## config.mk

```make
export PLATFORM = sky130hd
export DESIGN_NAME = smi_cause_reg
export DESIGN_NICKNAME = d
export VERILOG_FILES = /design/src/rtl/smi_pkg.sv /design/src/rtl/smi_sticky_bit.sv /design/src/rtl/smi_masked_or.sv /design/src/rtl/smi_io_snoop.sv /design/src/rtl/smi_cause_reg.sv
export SDC_FILE = /design/constraint.sdc
export NUM_CORES = 1
export LEC_CHECK = 0
export ABC_AREA = 1
export BUFFER_PORTS_ARGS = -buffer_cell sky130_fd_sc_hd__buf_2
export CELL_PAD_IN_SITES_DETAIL_PLACEMENT = 1
export CELL_PAD_IN_SITES_GLOBAL_PLACEMENT = 2
export CORE_ASPECT_RATIO = 1.5
export CORE_UTILIZATION = 10
export CTS_BUF_LIST = sky130_fd_sc_hd__clkbuf_8
export DETAILED_ROUTE_END_ITERATION = 8
export GPL_ROUTABILITY_DRIVEN = 0
export PLACE_DENSITY = 0.95
export REMOVE_ABC_BUFFERS = 1
export SLEW_MARGIN = 20
export SYNTH_ARGS = -nofsm -noshare
export SYNTH_HDL_FRONTEND = slang
export SYNTH_SLANG_ARGS = --single-unit
```

## constraint.sdc

```tcl
create_clock -name clk -period 2.8 [get_ports clk]
set_clock_uncertainty 0.2 [all_clocks]
set_input_delay 0.28 -clock clk [delete_from_list [all_inputs] [get_ports clk]]
set_output_delay 0.28 -clock clk [all_outputs]
set_load 0.005 [all_outputs]
```

## src/rtl/smi_pkg.sv

```systemverilog
package smi_pkg;

  localparam int STAT_W      = 32;

  localparam int B_SMBUS     = 16;
  localparam int B_SERIRQ    = 15;
  localparam int B_PERIODIC  = 14;
  localparam int B_TCO       = 13;
  localparam int B_DEVTRAP   = 12;
  localparam int B_EC        = 11;
  localparam int B_GPE1      = 10;
  localparam int B_GPE0      = 9;
  localparam int B_PM1       = 8;

  localparam int STK_SMBUS    = 0;
  localparam int STK_PERIODIC = 1;
  localparam int STK_EC       = 2;
  localparam int NUM_STICKY   = 3;

  function automatic int sticky_pos(input int idx);
    case (idx)
      STK_SMBUS:    return B_SMBUS;
      STK_PERIODIC: return B_PERIODIC;
      default:      return B_EC;
    endcase
  endfunction

endpackage

```

## src/rtl/smi_sticky_bit.sv

```systemverilog
module smi_sticky_bit (
  input  logic clk,
  input  logic rst_n,
  input  logic set_i,
  input  logic clr_i,
  output logic q_o
);

  logic q_q;
  logic q_d;
  logic upd;

  always_comb begin
    upd = set_i | clr_i;
    q_d = set_i;
  end

  always_ff @(posedge clk or negedge rst_n) begin
    if (!rst_n) begin
      q_q <= 1'b0;
    end else if (upd) begin
      q_q <= q_d;
    end
  end

  assign q_o = q_q;

  assert_set_wins_R6: assert property (@(posedge clk) disable iff (!rst_n)
    set_i |=> q_o);

  assert_w1c_clears_R6: assert property (@(posedge clk) disable iff (!rst_n)
    (clr_i && !set_i) |=> !q_o);

  assert_hold_idle_R6: assert property (@(posedge clk) disable iff (!rst_n)
    (!set_i && !clr_i) |=> $stable(q_o));

endmodule

```

## src/rtl/smi_masked_or.sv

```systemverilog
module smi_masked_or #(
  parameter int N = 8
) (
  input  logic [N-1:0] sts_i,
  input  logic [N-1:0] en_i,
  input  logic [N-1:0] route_i,
  output logic         hit_o
);

  logic [N-1:0] qual;

  for (genvar i = 0; i < N; i++) begin : g_qual
    assign qual[i] = sts_i[i] & en_i[i] & route_i[i];
  end

  assign hit_o = |qual;

endmodule

```

## src/rtl/smi_io_snoop.sv

```systemverilog
module smi_io_snoop #(
  parameter int                   IO_ADDR_W = 16,
  parameter logic [IO_ADDR_W-1:0] PORT_A    = 16'h0062,
  parameter logic [IO_ADDR_W-1:0] PORT_B    = 16'h0066
) (
  input  logic                 valid_i,
  input  logic [IO_ADDR_W-1:0] addr_i,
  output logic                 hit_o
);

  logic match_a;
  logic match_b;

  always_comb begin
    match_a = (addr_i == PORT_A);
    match_b = (addr_i == PORT_B);
    hit_o   = valid_i & (match_a | match_b);
  end

endmodule

```

## src/rtl/smi_cause_reg.sv

```systemverilog
module smi_cause_reg
  import smi_pkg::*;
#(
  parameter int                ADDR_W     = 8,
  parameter logic [ADDR_W-1:0] REG_OFFSET = 8'h34,
  parameter int                IO_ADDR_W  = 16,
  parameter int                N_DEVTRAP  = 8,
  parameter int                N_GPE0     = 16,
  parameter int                N_GPE1     = 16,
  parameter int                N_PM1      = 4
) (
  input  logic                 clk,
  input  logic                 rst_n,
  input  logic [ADDR_W-1:0]    bus_addr,
  input  logic                 bus_we,
  input  logic [STAT_W-1:0]    bus_wdata,
  output logic [STAT_W-1:0]    bus_rdata,
  input  logic                 io_snoop_valid,
  input  logic [IO_ADDR_W-1:0] io_snoop_addr,
  input  logic                 smbus_msg_evt,
  input  logic                 smbus_alert_evt,
  input  logic                 smbus_smi_mode,
  input  logic                 smbus_smi_en,
  input  logic                 periodic_tick,
  input  logic                 periodic_en,
  input  logic                 ec_smi_en,
  input  logic                 serirq_cause,
  input  logic                 tco_cause,
  input  logic [N_DEVTRAP-1:0] devtrap_sts,
  input  logic [N_DEVTRAP-1:0] devtrap_en,
  input  logic [N_GPE0-1:0]    gpe0_sts,
  input  logic [N_GPE0-1:0]    gpe0_en,
  input  logic [N_GPE1-1:0]    gpe1_sts,
  input  logic [N_GPE1-1:0]    gpe1_en,
  input  logic [N_GPE1-1:0]    gpe1_route,
  input  logic [N_PM1-1:0]     pm1_smi_sts,
  output logic                 smi_n
);

  localparam logic [IO_ADDR_W-1:0] EC_PORT_DATA = IO_ADDR_W'(16'h0062);
  localparam logic [IO_ADDR_W-1:0] EC_PORT_CMD  = IO_ADDR_W'(16'h0066);

  logic                  reg_sel;
  logic                  wr_hit;
  logic                  ec_hit;
  logic [NUM_STICKY-1:0] sticky_set;
  logic [NUM_STICKY-1:0] sticky_clr;
  logic [NUM_STICKY-1:0] sticky_q;
  logic [NUM_STICKY-1:0] sticky_en;
  logic                  devtrap_hit;
  logic                  gpe0_hit;
  logic                  gpe1_hit;
  logic                  pm1_hit;
  logic [STAT_W-1:0]     status;
  logic                  smi_cond;
  logic                  smi_n_d;
  logic                  smi_n_q;
  logic                  unused_wdata;

  // Address decode and event qualification
  always_comb begin
    reg_sel = (bus_addr == REG_OFFSET);
    wr_hit  = bus_we & reg_sel;
    sticky_set[STK_SMBUS]    = smbus_msg_evt | (smbus_alert_evt & smbus_smi_mode);
    sticky_set[STK_PERIODIC] = periodic_tick;
    sticky_set[STK_EC]       = ec_hit;
    sticky_en[STK_SMBUS]     = smbus_smi_en;
    sticky_en[STK_PERIODIC]  = periodic_en;
    sticky_en[STK_EC]        = ec_smi_en;
  end

  assign unused_wdata = ^bus_wdata;

  smi_io_snoop #(
    .IO_ADDR_W (IO_ADDR_W),
    .PORT_A    (EC_PORT_DATA),
    .PORT_B    (EC_PORT_CMD)
  ) u_snoop (
    .valid_i (io_snoop_valid),
    .addr_i  (io_snoop_addr),
    .hit_o   (ec_hit)
  );

  // Sticky write-one-to-clear flags
  for (genvar i = 0; i < NUM_STICKY; i++) begin : g_sticky
    assign sticky_clr[i] = wr_hit & bus_wdata[sticky_pos(i)];
    smi_sticky_bit u_bit (
      .clk   (clk),
      .rst_n (rst_n),
      .set_i (sticky_set[i]),
      .clr_i (sticky_clr[i]),
      .q_o   (sticky_q[i])
    );
  end

  // Live masked reductions
  smi_masked_or #(.N(N_DEVTRAP)) u_devtrap (
    .sts_i (devtrap_sts), .en_i (devtrap_en), .route_i ({N_DEVTRAP{1'b1}}),
    .hit_o (devtrap_hit)
  );

  smi_masked_or #(.N(N_GPE0)) u_gpe0 (
    .sts_i (gpe0_sts), .en_i (gpe0_en), .route_i ({N_GPE0{1'b1}}),
    .hit_o (gpe0_hit)
  );

  smi_masked_or #(.N(N_GPE1)) u_gpe1 (
    .sts_i (gpe1_sts), .en_i (gpe1_en), .route_i (gpe1_route),
    .hit_o (gpe1_hit)
  );

  smi_masked_or #(.N(N_PM1)) u_pm1 (
    .sts_i (pm1_smi_sts), .en_i ({N_PM1{1'b1}}), .route_i ({N_PM1{1'b1}}),
    .hit_o (pm1_hit)
  );

  // Status word assembly
  always_comb begin
    status = '0;
    for (int i = 0; i < NUM_STICKY; i++) begin
      status[sticky_pos(i)] = sticky_q[i];
    end
    status[B_SERIRQ]  = serirq_cause;
    status[B_TCO]     = tco_cause;
    status[B_DEVTRAP] = devtrap_hit;
    status[B_GPE1]    = gpe1_hit;
    status[B_GPE0]    = gpe0_hit;
    status[B_PM1]     = pm1_hit;
    bus_rdata = reg_sel ? status : '0;
  end

  // Interrupt next-state and register
  always_comb begin
    smi_cond = (|(sticky_q & sticky_en)) | devtrap_hit | gpe0_hit | gpe1_hit | pm1_hit;
    smi_n_d  = ~smi_cond;
  end

  always_ff @(posedge clk or negedge rst_n) begin
    if (!rst_n) begin
      smi_n_q <= 1'b1;
    end else begin
      smi_n_q <= smi_n_d;
    end
  end

  assign smi_n = smi_n_q;

  assert_smi_assert_R9: assert property (@(posedge clk) disable iff (!rst_n)
    ((sticky_q[STK_PERIODIC] && periodic_en) || (sticky_q[STK_EC] && ec_smi_en) ||
     (sticky_q[STK_SMBUS] && smbus_smi_en) || devtrap_hit || gpe0_hit || gpe1_hit || pm1_hit)
    |=> !smi_n);

  assert_smi_quiet_R10: assert property (@(posedge clk) disable iff (!rst_n)
    (!(|(sticky_q & sticky_en)) && !devtrap_hit && !gpe0_hit && !gpe1_hit && !pm1_hit)
    |=> smi_n);

  assert_ec_snoop_R5: assert property (@(posedge clk) disable iff (!rst_n)
    (io_snoop_valid && (io_snoop_addr == EC_PORT_DATA || io_snoop_addr == EC_PORT_CMD))
    |=> sticky_q[STK_EC]);

  assert_alert_gated_R3: assert property (@(posedge clk) disable iff (!rst_n)
    (!sticky_q[STK_SMBUS] && !smbus_msg_evt && !smbus_smi_mode) |=> !sticky_q[STK_SMBUS]);

endmodule

```

==> results.sh, run 1 <==
export IMPL_status="finished, final reports clean"
export IMPL_numCtsBuffers=3
export IMPL_synth_cell_types=19
export IMPL_syn_avg_cell_area_um2=5.34
export IMPL_netlist_area_leader_share_pct=27.8
export IMPL_dr_total_vias=1494
export IMPL_grt_max_degree=10
export IMPL_ys_top_cells_by_area="nand2_1, buf_4, nor2_1"
export IMPL_drv_slew=0
export IMPL_die_y_um=116
export IMPL_die_x_um=77.9
export IMPL_clockBufferDepth=2
export IMPL_register_area_um2=101
export IMPL_drive_gt1_share_pct=50.3
export IMPL_synth_common_cells="nand2_1, nor2_1, buf_4"
export IMPL_netlist_area_um2=865
export IMPL_grt_pass1_wl_um=5640
export IMPL_crit_path_max_incr_delay_ns=0.23
export IMPL_cts_root_buf="clkbuf_8"
export IMPL_antenna_left=0
export IMPL_drv_cap=0
export IMPL_path_buf_inv=2
export IMPL_core_area_um2=8410
export IMPL_drt_iter0_markers=10
export IMPL_die_area_um2=9030
export IMPL_synth_main_ff_cell="dfrtp_1"
export IMPL_insertion_delay_ns=0.22
export IMPL_slowest_stage="and2_1"
export IMPL_antenna_found_initial=1
export IMPL_fmax_mhz=650
export IMPL_report_final_setup_viol=0
export IMPL_synth_edf_count=0
export IMPL_path_cells="buf_2, nor2_1, and2_1, nand2_4, nor2_1, buf_2"
export IMPL_cp_top_family="simple AND/OR/NAND/NOR gates"
export IMPL_worstPathArrival_ns=1.06
export IMPL_yosysTopAreaCell="nand2_1"
export IMPL_ys_seq_elements=4
export IMPL_wire_per_inst_um=9.14
export IMPL_n_fill_cell=1157
export IMPL_area_growth_pct=97.4
export IMPL_async_flop_share_pct=100
export IMPL_rsz0062_at_grt="no"
export IMPL_synthCells=162
export IMPL_tns_ns=0
export IMPL_row_count=41
export IMPL_leakage_nw=1.13
export IMPL_peakVddDrop_mv=0.0677
export IMPL_critPathLaunchType="input port"
export IMPL_yosys_cell_count_top_type="nand2_1"
export IMPL_grt_ovfl_total=0
export IMPL_hold_buffers=1
export IMPL_critical_path_class="in2out"
export IMPL_drc=0
export IMPL_crit_fanout=9
export IMPL_post_cts_setup_buffers=0
export IMPL_path_clk_slew_ns=0.03
export IMPL_dp_hpwl_um=3680
export IMPL_cts_resized=0
export IMPL_start_util_pct=10.3
export IMPL_port_buffers=148
export IMPL_firstDrtPassIters=2
export IMPL_htreeDepth=1
export IMPL_power_uw=340
export IMPL_required_ns=2.32
export IMPL_cts_sinks=4
export IMPL_yosysSeqAreaShare_pct=11.7
export IMPL_grt_pass1_vias=1396
export IMPL_grtUsageTotal_pct=8.06
export IMPL_power_density_nw_per_um2=199
export IMPL_multi_input_area_um2=636
export IMPL_drt_total_wl_um=3860
export IMPL_finalHoldViolCount=0
export IMPL_fin_crit_sh_pct=54.9
export IMPL_io_pins=202
export IMPL_viasPerCell=3.54
export IMPL_endpoint_kind="primary output"
export IMPL_cts_tree="yes"
export IMPL_final_nets=484
export IMPL_hp_class="in2reg"
export IMPL_finalCriticalPeriod_ns=1.54
export IMPL_yosysWarnings=0
power by group:
group	switching, mW	internal (mW)
Clock	0.0322	0.0937
Sequential	0.0000393	0.0583
Combinational	0.0672	0.0890
Total	0.0994	0.241
metrics by stage:
step | area, µm² | hold WS [ns] | util (%) | setup WS [ns] | instances
2_1_floorplan | 774 | -0.216 | - | 1.53 | 161
3_3_place_gp | 1650 | -0.114 | 19.6 | 1.23 | 416
3_5_place_dp | 1650 | -0.113 | 19.6 | 1.24 | 416
4_1_cts | 1700 | 0.0487 | 20.3 | 1.23 | 421
5_1_grt | 1700 | 0.0660 | 20.3 | 1.11 | 421
6_report | 1710 | 0.0491 | 20.3 | 1.26 | 422
placed cells by master, fill, tap and decap left out, types with 2 or more instances in the layout:
cell | synthesis | final
and2_1 | 2 | 2
buf_2 | 0 | 148
clkbuf_8 | 0 | 3
conb_1 | 1 | 23
dfrtp_1 | 3 | 3
inv_1 | 10 | 11
nand2_1 | 64 | 64
nand3_1 | 17 | 17
nand3b_1 | 2 | 2
nand4_1 | 3 | 3
nor2_1 | 27 | 27
nor2_2 | 2 | 2
routing by layer:
metal  global-route usage, %  up-vias  share of wire, %
met5                       0        -                 0
met1                    7.30      618                32
met4                    1.85        0              0.60
met2                    16.8      107                56
li1                        -      765                 -
met3                    2.83        4                11
worst min-delay path, cell delays in order:
cell and delay, ns:
buf_2 0.08, inv_1 0.03, nand2_1 0.05
path summary, 6_finish.rpt:
kind                                       start                    end  slack (ns)  depth (start not counted)
setup reg to reg           g_sticky[0].u_bit.q_o                  smi_n        1.60                          7
setup / recovery                     bus_addr[1]          bus_rdata[10]        1.26                          6
hold / removal                     periodic_tick  g_sticky[1].u_bit.q_o        0.05                          3
max in group asynchronous                  rst_n                  smi_n        1.98                          2
min in group asynchronous                  rst_n  g_sticky[0].u_bit.q_o        0.22                          2
hold reg to reg            g_sticky[1].u_bit.q_o  g_sticky[1].u_bit.q_o        0.30                          2
area by class of cell:
class	count	area share (%)
Tap cell	107	7.84
Sequential cell	4	5.94
Timing Repair Buffer	149	44.0
Inverter	10	2.20
Clock buffer	3	2.42
Antenna cell	1	0.147
Clock inverter	1	0.220
Multi-Input combinational cell	147	37.2
sequential cells by signal, indices dropped and copies added (netlist names):
name and flops:
g_sticky.u_bit.q_o 3, smi_n 1
kinds of logic after synthesis:
logic type	Yosys count	share of synthesized area (%)
and+or+nand+nor	122	61.9
buffers and inverters	33	24.3
DFF	4	11.7
AOI/OAI and AO/OA	2	1.59
other	1	0.434
Power figures use the tool's default switching activity.
==> run 2, diff against run 1 <==
==> constraint.sdc (replaced) <==
create_clock -name clk -period 1.56 [get_ports clk]
set_clock_uncertainty 0.2 [all_clocks]
set_input_delay 0.156 -clock clk [delete_from_list [all_inputs] [get_ports clk]]
set_output_delay 0.156 -clock clk [all_outputs]
set_load 0.005 [all_outputs]
==> run 2 against run 1 <==
Against the previous run:
- register-to-register slack worse by 1.3 ns
- power increased by 81%
- routed wire length fell by 2.0%
- die area unchanged
- non-clock buffer count increased by 4
- largest cell class unchanged
==> results.sh, run 2 (same netlist as run 1, synthesis figures left out) <==
export IMPL_viasPerCell=3.59
export IMPL_finalHoldViolCount=0
export IMPL_die_x_um=77.9
export IMPL_final_nets=488
export IMPL_fin_crit_sh_pct=82.4
export IMPL_leakage_nw=1.14
export IMPL_holdPathEnd="g_sticky[2].u_bit.q_o"
export IMPL_grt_pass1_wl_um=5750
export IMPL_whs_ns=0.0110
export IMPL_utilization_pct=20.7
export IMPL_largest_reg_flops=3
export IMPL_core_area_um2=8410
export IMPL_r2r_start="g_sticky[1].u_bit.q_o"
export IMPL_final_common_cell="buf_2"
export IMPL_die_y_um=116
export IMPL_drt_total_wl_um=3780
export IMPL_drt_iter0_markers=11
export IMPL_required_ns=1.20
export IMPL_peakVddDrop_mv=0.197
export IMPL_hp_class="in2reg"
export IMPL_cts_resized=0
export IMPL_cts_sinks=4
export IMPL_grt_max_degree=10
export IMPL_worstPathArrival_ns=0.93
export IMPL_post_cts_setup_buffers=0
export IMPL_critical_path_class="in2out"
export IMPL_placed_cells=416
export IMPL_io_pins=202
export IMPL_port_buffers=148
export IMPL_register_area_um2=101
export IMPL_min_delay_start="io_snoop_addr[14]"
export IMPL_n_fill_cell=1146
export IMPL_firstDrtPassIters=4
export IMPL_multi_input_area_um2=636
export IMPL_r2r_slack_ns=0.34
export IMPL_die_area_um2=9030
export IMPL_grtUsageTotal_pct=7.98
export IMPL_clockBufferDepth=2
export IMPL_grt_ovfl_total=0
export IMPL_cts_root_buf="clkbuf_8"
export IMPL_hold_depth=4
export IMPL_antenna_left=0
export IMPL_area_growth_pct=102
export IMPL_report_final_setup_viol=0
export IMPL_rsz0062_at_grt="no"
export IMPL_grt_pass1_vias=1498
export IMPL_crit_fanout=9
export IMPL_start_util_pct=10.3
export IMPL_cts_tree="yes"
export IMPL_tns_ns=0
export IMPL_dr_total_vias=1526
export IMPL_drive_gt1_share_pct=49.7
export IMPL_drv_cap=0
export IMPL_insertion_delay_ns=0.22
export IMPL_antenna_found_initial=0
export IMPL_drv_slew=0
export IMPL_numCtsBuffers=3
export IMPL_htreeDepth=1
export IMPL_status="finished, final reports clean"
export IMPL_endpoint_kind="primary output"
export IMPL_path_clk_slew_ns=0.03
export IMPL_power_density_nw_per_um2=353
export IMPL_n_antenna_cell=0
export IMPL_power_uw=615
export IMPL_row_count=41
export IMPL_fmax_mhz=778
export IMPL_layout_common_cells="buf_2, nand2_1, nor2_1"
export IMPL_drc=0
export IMPL_finalCriticalPeriod_ns=1.29
export IMPL_r2r_end="smi_n"
export IMPL_stdcell_count=425
export IMPL_reg2regPathDepth=7
export IMPL_wire_per_inst_um=8.89
export IMPL_dp_hpwl_um=3670
export IMPL_critPathLaunchType="input port"
-- run 2: cell count changes in the layout (fill, tap and decap cells not counted) --
cell,before,now
diode_2,1,0
dlygate4sd3_1,1,5
-- run 2: power by group --
group	internal (mW)	switching [mW]
combinational	0.166	0.121
sequential	0.105	0.0000716
clock	0.168	0.0553
total	0.439	0.176
-- run 2: what timing repair did --
action / CTS / global route
endpoints found under the hold margin: 6 / 0
endpoints found under the setup margin: 0 / 0
hold buffers: 5 / 0
-- run 2: worst max-delay path by stage --
stage               slack [ns]  depth (start not counted)                  start             to
finish                    0.27                          6            bus_addr[7]  bus_rdata[12]
global placement          0.24                          8            gpe1_sts[5]  bus_rdata[10]
detailed placement        0.22                          8          gpe1_route[5]  bus_rdata[10]
floorplan                 0.48                          7  g_sticky[1].u_bit.q_o          smi_n
global route              0.08                          8            gpe1_sts[3]  bus_rdata[10]
CTS                       0.22                          8          gpe1_route[5]  bus_rdata[10]
-- run 2: cell type report --
cell class | instances | share of cell area (%)
Timing Repair Buffer | 153 | 45.3
Multi-Input combinational cell | 147 | 36.4
Tap cell | 107 | 7.68
Sequential cell | 4 | 5.81
Clock buffer | 3 | 2.37
Inverter | 10 | 2.15
Clock inverter | 1 | 0.215
-- run 2: metal layers --
metal	vias up	routed length (µm)	GRT usage, %
met5	-	0	0
met4	0	9	1.48
met3	2	447	2.44
met2	107	2120	16.9
met1	643	1210	7.35
li1	774	-	-
-- run 2: metrics by stage --
| step | setup slack, ns | instance area (µm²) |
|---|---|---|
| after floorplan | 0.485 | 774 |
| after global placement | 0.242 | 1650 |
| after detailed placement | 0.220 | 1650 |
| after CTS | 0.215 | 1740 |
| after global routing | 0.0752 | 1740 |
| final | 0.274 | 1740 |
-- run 2: critical path, stage by stage --
cell     delay [ns]
buf_2          0.09
nor2_1         0.09
and2_1         0.23
nand2_4        0.12
a21oi_2        0.11
buf_2          0.12
==> run 3, diff against run 2 <==
==> constraint.sdc (replaced) <==
create_clock -name clk -period 1.15 [get_ports clk]
set_clock_uncertainty 0.2 [all_clocks]
set_input_delay 0.115 -clock clk [delete_from_list [all_inputs] [get_ports clk]]
set_output_delay 0.115 -clock clk [all_outputs]
set_load 0.005 [all_outputs]
==> run 3 against run 2 <==
Against the previous run:
- via count is 2.2% higher
- routed wire length rose by 7.3%
- the run now ends with negative hold slack, negative setup slack left
- first-iteration DRC count is 36% higher
- die area unchanged
- count of clock-buffer cells in the layout stayed put
- sequential power up 35%
- critical endpoint is now bus_rdata[11]
==> results.sh, run 3 (same netlist as run 1, synthesis figures left out) <==
export IMPL_status="finished, violations left"
export IMPL_violations="negative hold slack, negative setup slack"
export IMPL_report_final_setup_viol=10
export IMPL_cts_sinks=4
export IMPL_min_delay_start="io_snoop_addr[13]"
export IMPL_cts_root_buf="clkbuf_8"
export IMPL_path_cells="buf_6, inv_2, nor2_1, buf_2"
export IMPL_p_sw_share_pct=29.2
export IMPL_dp_hpwl_um=3720
export IMPL_grtUsageTotal_pct=8.21
export IMPL_die_x_um=77.9
export IMPL_r2r_end="smi_n"
export IMPL_drt_iter0_markers=15
export IMPL_htreeDepth=1
export IMPL_top_usage_layer="met2"
export IMPL_hp_class="in2reg"
export IMPL_final_common_cell="buf_2"
export IMPL_utilization_pct=22.1
export IMPL_die_y_um=116
export IMPL_final_nets=497
export IMPL_critical_path_class="reg2out"
export IMPL_antenna_left=0
export IMPL_pwr_share_seq_pct=16.5
export IMPL_antenna_found_initial=0
export IMPL_core_area_um2=8410
export IMPL_n_fill_cell=1136
export IMPL_grt_max_degree=10
export IMPL_power_density_nw_per_um2=462
export IMPL_port_buffers=148
export IMPL_numCtsBuffers=3
export IMPL_critPathLaunchType="flop"
export IMPL_gr_usage_met2_pct=17.3
export IMPL_cts_tree="yes"
export IMPL_required_ns=0.83
export IMPL_clockBufferDepth=2
export IMPL_row_count=41
export IMPL_drv_cap=0
export IMPL_comb_power_share_pct=48.3
export IMPL_grt_pass1_wl_um=5750
export IMPL_reg2regPathDepth=7
export IMPL_worst_slack_ns=-0.0803
export IMPL_io_pins=202
export IMPL_n_antenna_cell=0
export IMPL_drt_total_wl_um=4060
export IMPL_fin_crit_sh_pct=107
export IMPL_r2r_slack_ns=-0.03
export IMPL_finalHoldViolCount=1
export IMPL_viasPerCell=3.59
export IMPL_drive_gt1_share_pct=55.4
export IMPL_holdPathEnd="g_sticky[2].u_bit.q_o"
export IMPL_peakVddDrop_mv=0.200
export IMPL_rsz0062_at_grt="yes"
export IMPL_largest_reg_flops=3
export IMPL_pwr_share_clk_pct=35.2
export IMPL_dr_total_vias=1560
export IMPL_tns_ns=-0.413
export IMPL_placed_area_um2=1690
export IMPL_insertion_delay_ns=0.22
export IMPL_fmax_mhz=813
export IMPL_die_area_um2=9030
export IMPL_worstPathArrival_ns=0.92
export IMPL_p_sw_uw=251
export IMPL_finalCriticalPeriod_ns=1.23
export IMPL_use_met3_pct=2.68
export IMPL_crit_fanout=2
export IMPL_drc=0
export IMPL_drv_slew=0
export IMPL_p_int_uw=610
export IMPL_whs_ns=-0.0176
export IMPL_firstDrtPassIters=2
export IMPL_area_growth_pct=115
export IMPL_hold_depth=4
export IMPL_grt_ovfl_total=0
export IMPL_leakage_nw=1.18
export IMPL_slowest_stage="dfrtp_1"
export IMPL_layout_common_cells="buf_2, nand2_1, conb_1"
export IMPL_start_util_pct=10.3
export IMPL_final_area_um2=1860
export IMPL_path_clk_slew_ns=0.03
export IMPL_r2r_start="g_sticky[2].u_bit.q_o"
export IMPL_grt_pass1_vias=1456
export IMPL_crit_path_max_incr_delay_ns=0.39
export IMPL_endpoint_kind="primary output"
export IMPL_wire_per_inst_um=9.35
export IMPL_met1_usage_pct=7.16
==> run 3: cell count changes in the layout (fill, tap and decap cells not counted), sizes merged <==
cell / change
buf: +8
nand2: +1
==> run 3: cell type report <==
class                   count  area, µm²  share of cell area [%]
clock buffers               3       41.3                    2.22
clock inverters             1       3.75                   0.202
inverters                  10       37.5                    2.02
multi-input cells         148        668                    35.9
flip-flops and latches      4        101                    5.45
well taps                 107        134                    7.20
repair buffers            161        875                    47.0
==> run 3: how the worst max path moves through the flow <==
stage | startpoint | end | slack [ns]
floorplan | g_sticky[1].u_bit.q_o | smi_n | 0.07
global placement | gpe1_sts[14] | bus_rdata[10] | -0.08
detailed placement | gpe1_route[3] | bus_rdata[10] | -0.1
CTS | g_sticky[2].u_bit.q_o | bus_rdata[11] | -0.1
global route | bus_addr[2] | bus_rdata[8] | -0.13
finish | g_sticky[2].u_bit.q_o | bus_rdata[11] | -0.08
==> run 3: critical path: cells and delay by family, from the launching register on <==
kind / cells / cell delay, ns
and+or+nand+nor: 1 / 0.02
buffers and inverters: 3 / 0.29
DFF: 1 / 0.39
==> run 3: metrics by stage <==
step | setup WS [ns] | cells | total power, mW
floorplan | 0.0749 | 161 | 0.268
global placement | -0.0793 | 421 | 0.521
detailed placement | -0.0993 | 421 | 0.533
CTS | -0.0972 | 430 | 0.857
global route | -0.126 | 434 | 0.942
finish | -0.0803 | 434 | 0.860
==> run 3: what timing repair did <==
action                                  4_1_cts  5_1_grt
hold endpoints to repair                      7        2
endpoints found under the setup margin       10       12
cloned                                        0        1
pin swaps                                     9       22
setup buffers                                 2        1
hold buffers                                  3        2
resized for setup                            10       10
==> run 3: power by group through the flow <==
stage               Sequential, mW  Clock [mW]  Combinational [mW]
global route                 0.142       0.328               0.472
floorplan                    0.144           0               0.124
detailed placement           0.144           0               0.390
finish                       0.142       0.303               0.415
global placement             0.144           0               0.378
CTS                          0.142       0.312               0.403
==> run 3: metal layers <==
layer,up-vias,wire length (µm),share of wire [%]
met5,-,0,0
met4,0,23,0.57
met3,4,454,11
met2,109,2280,56
met1,656,1300,32
li1,791,-,-
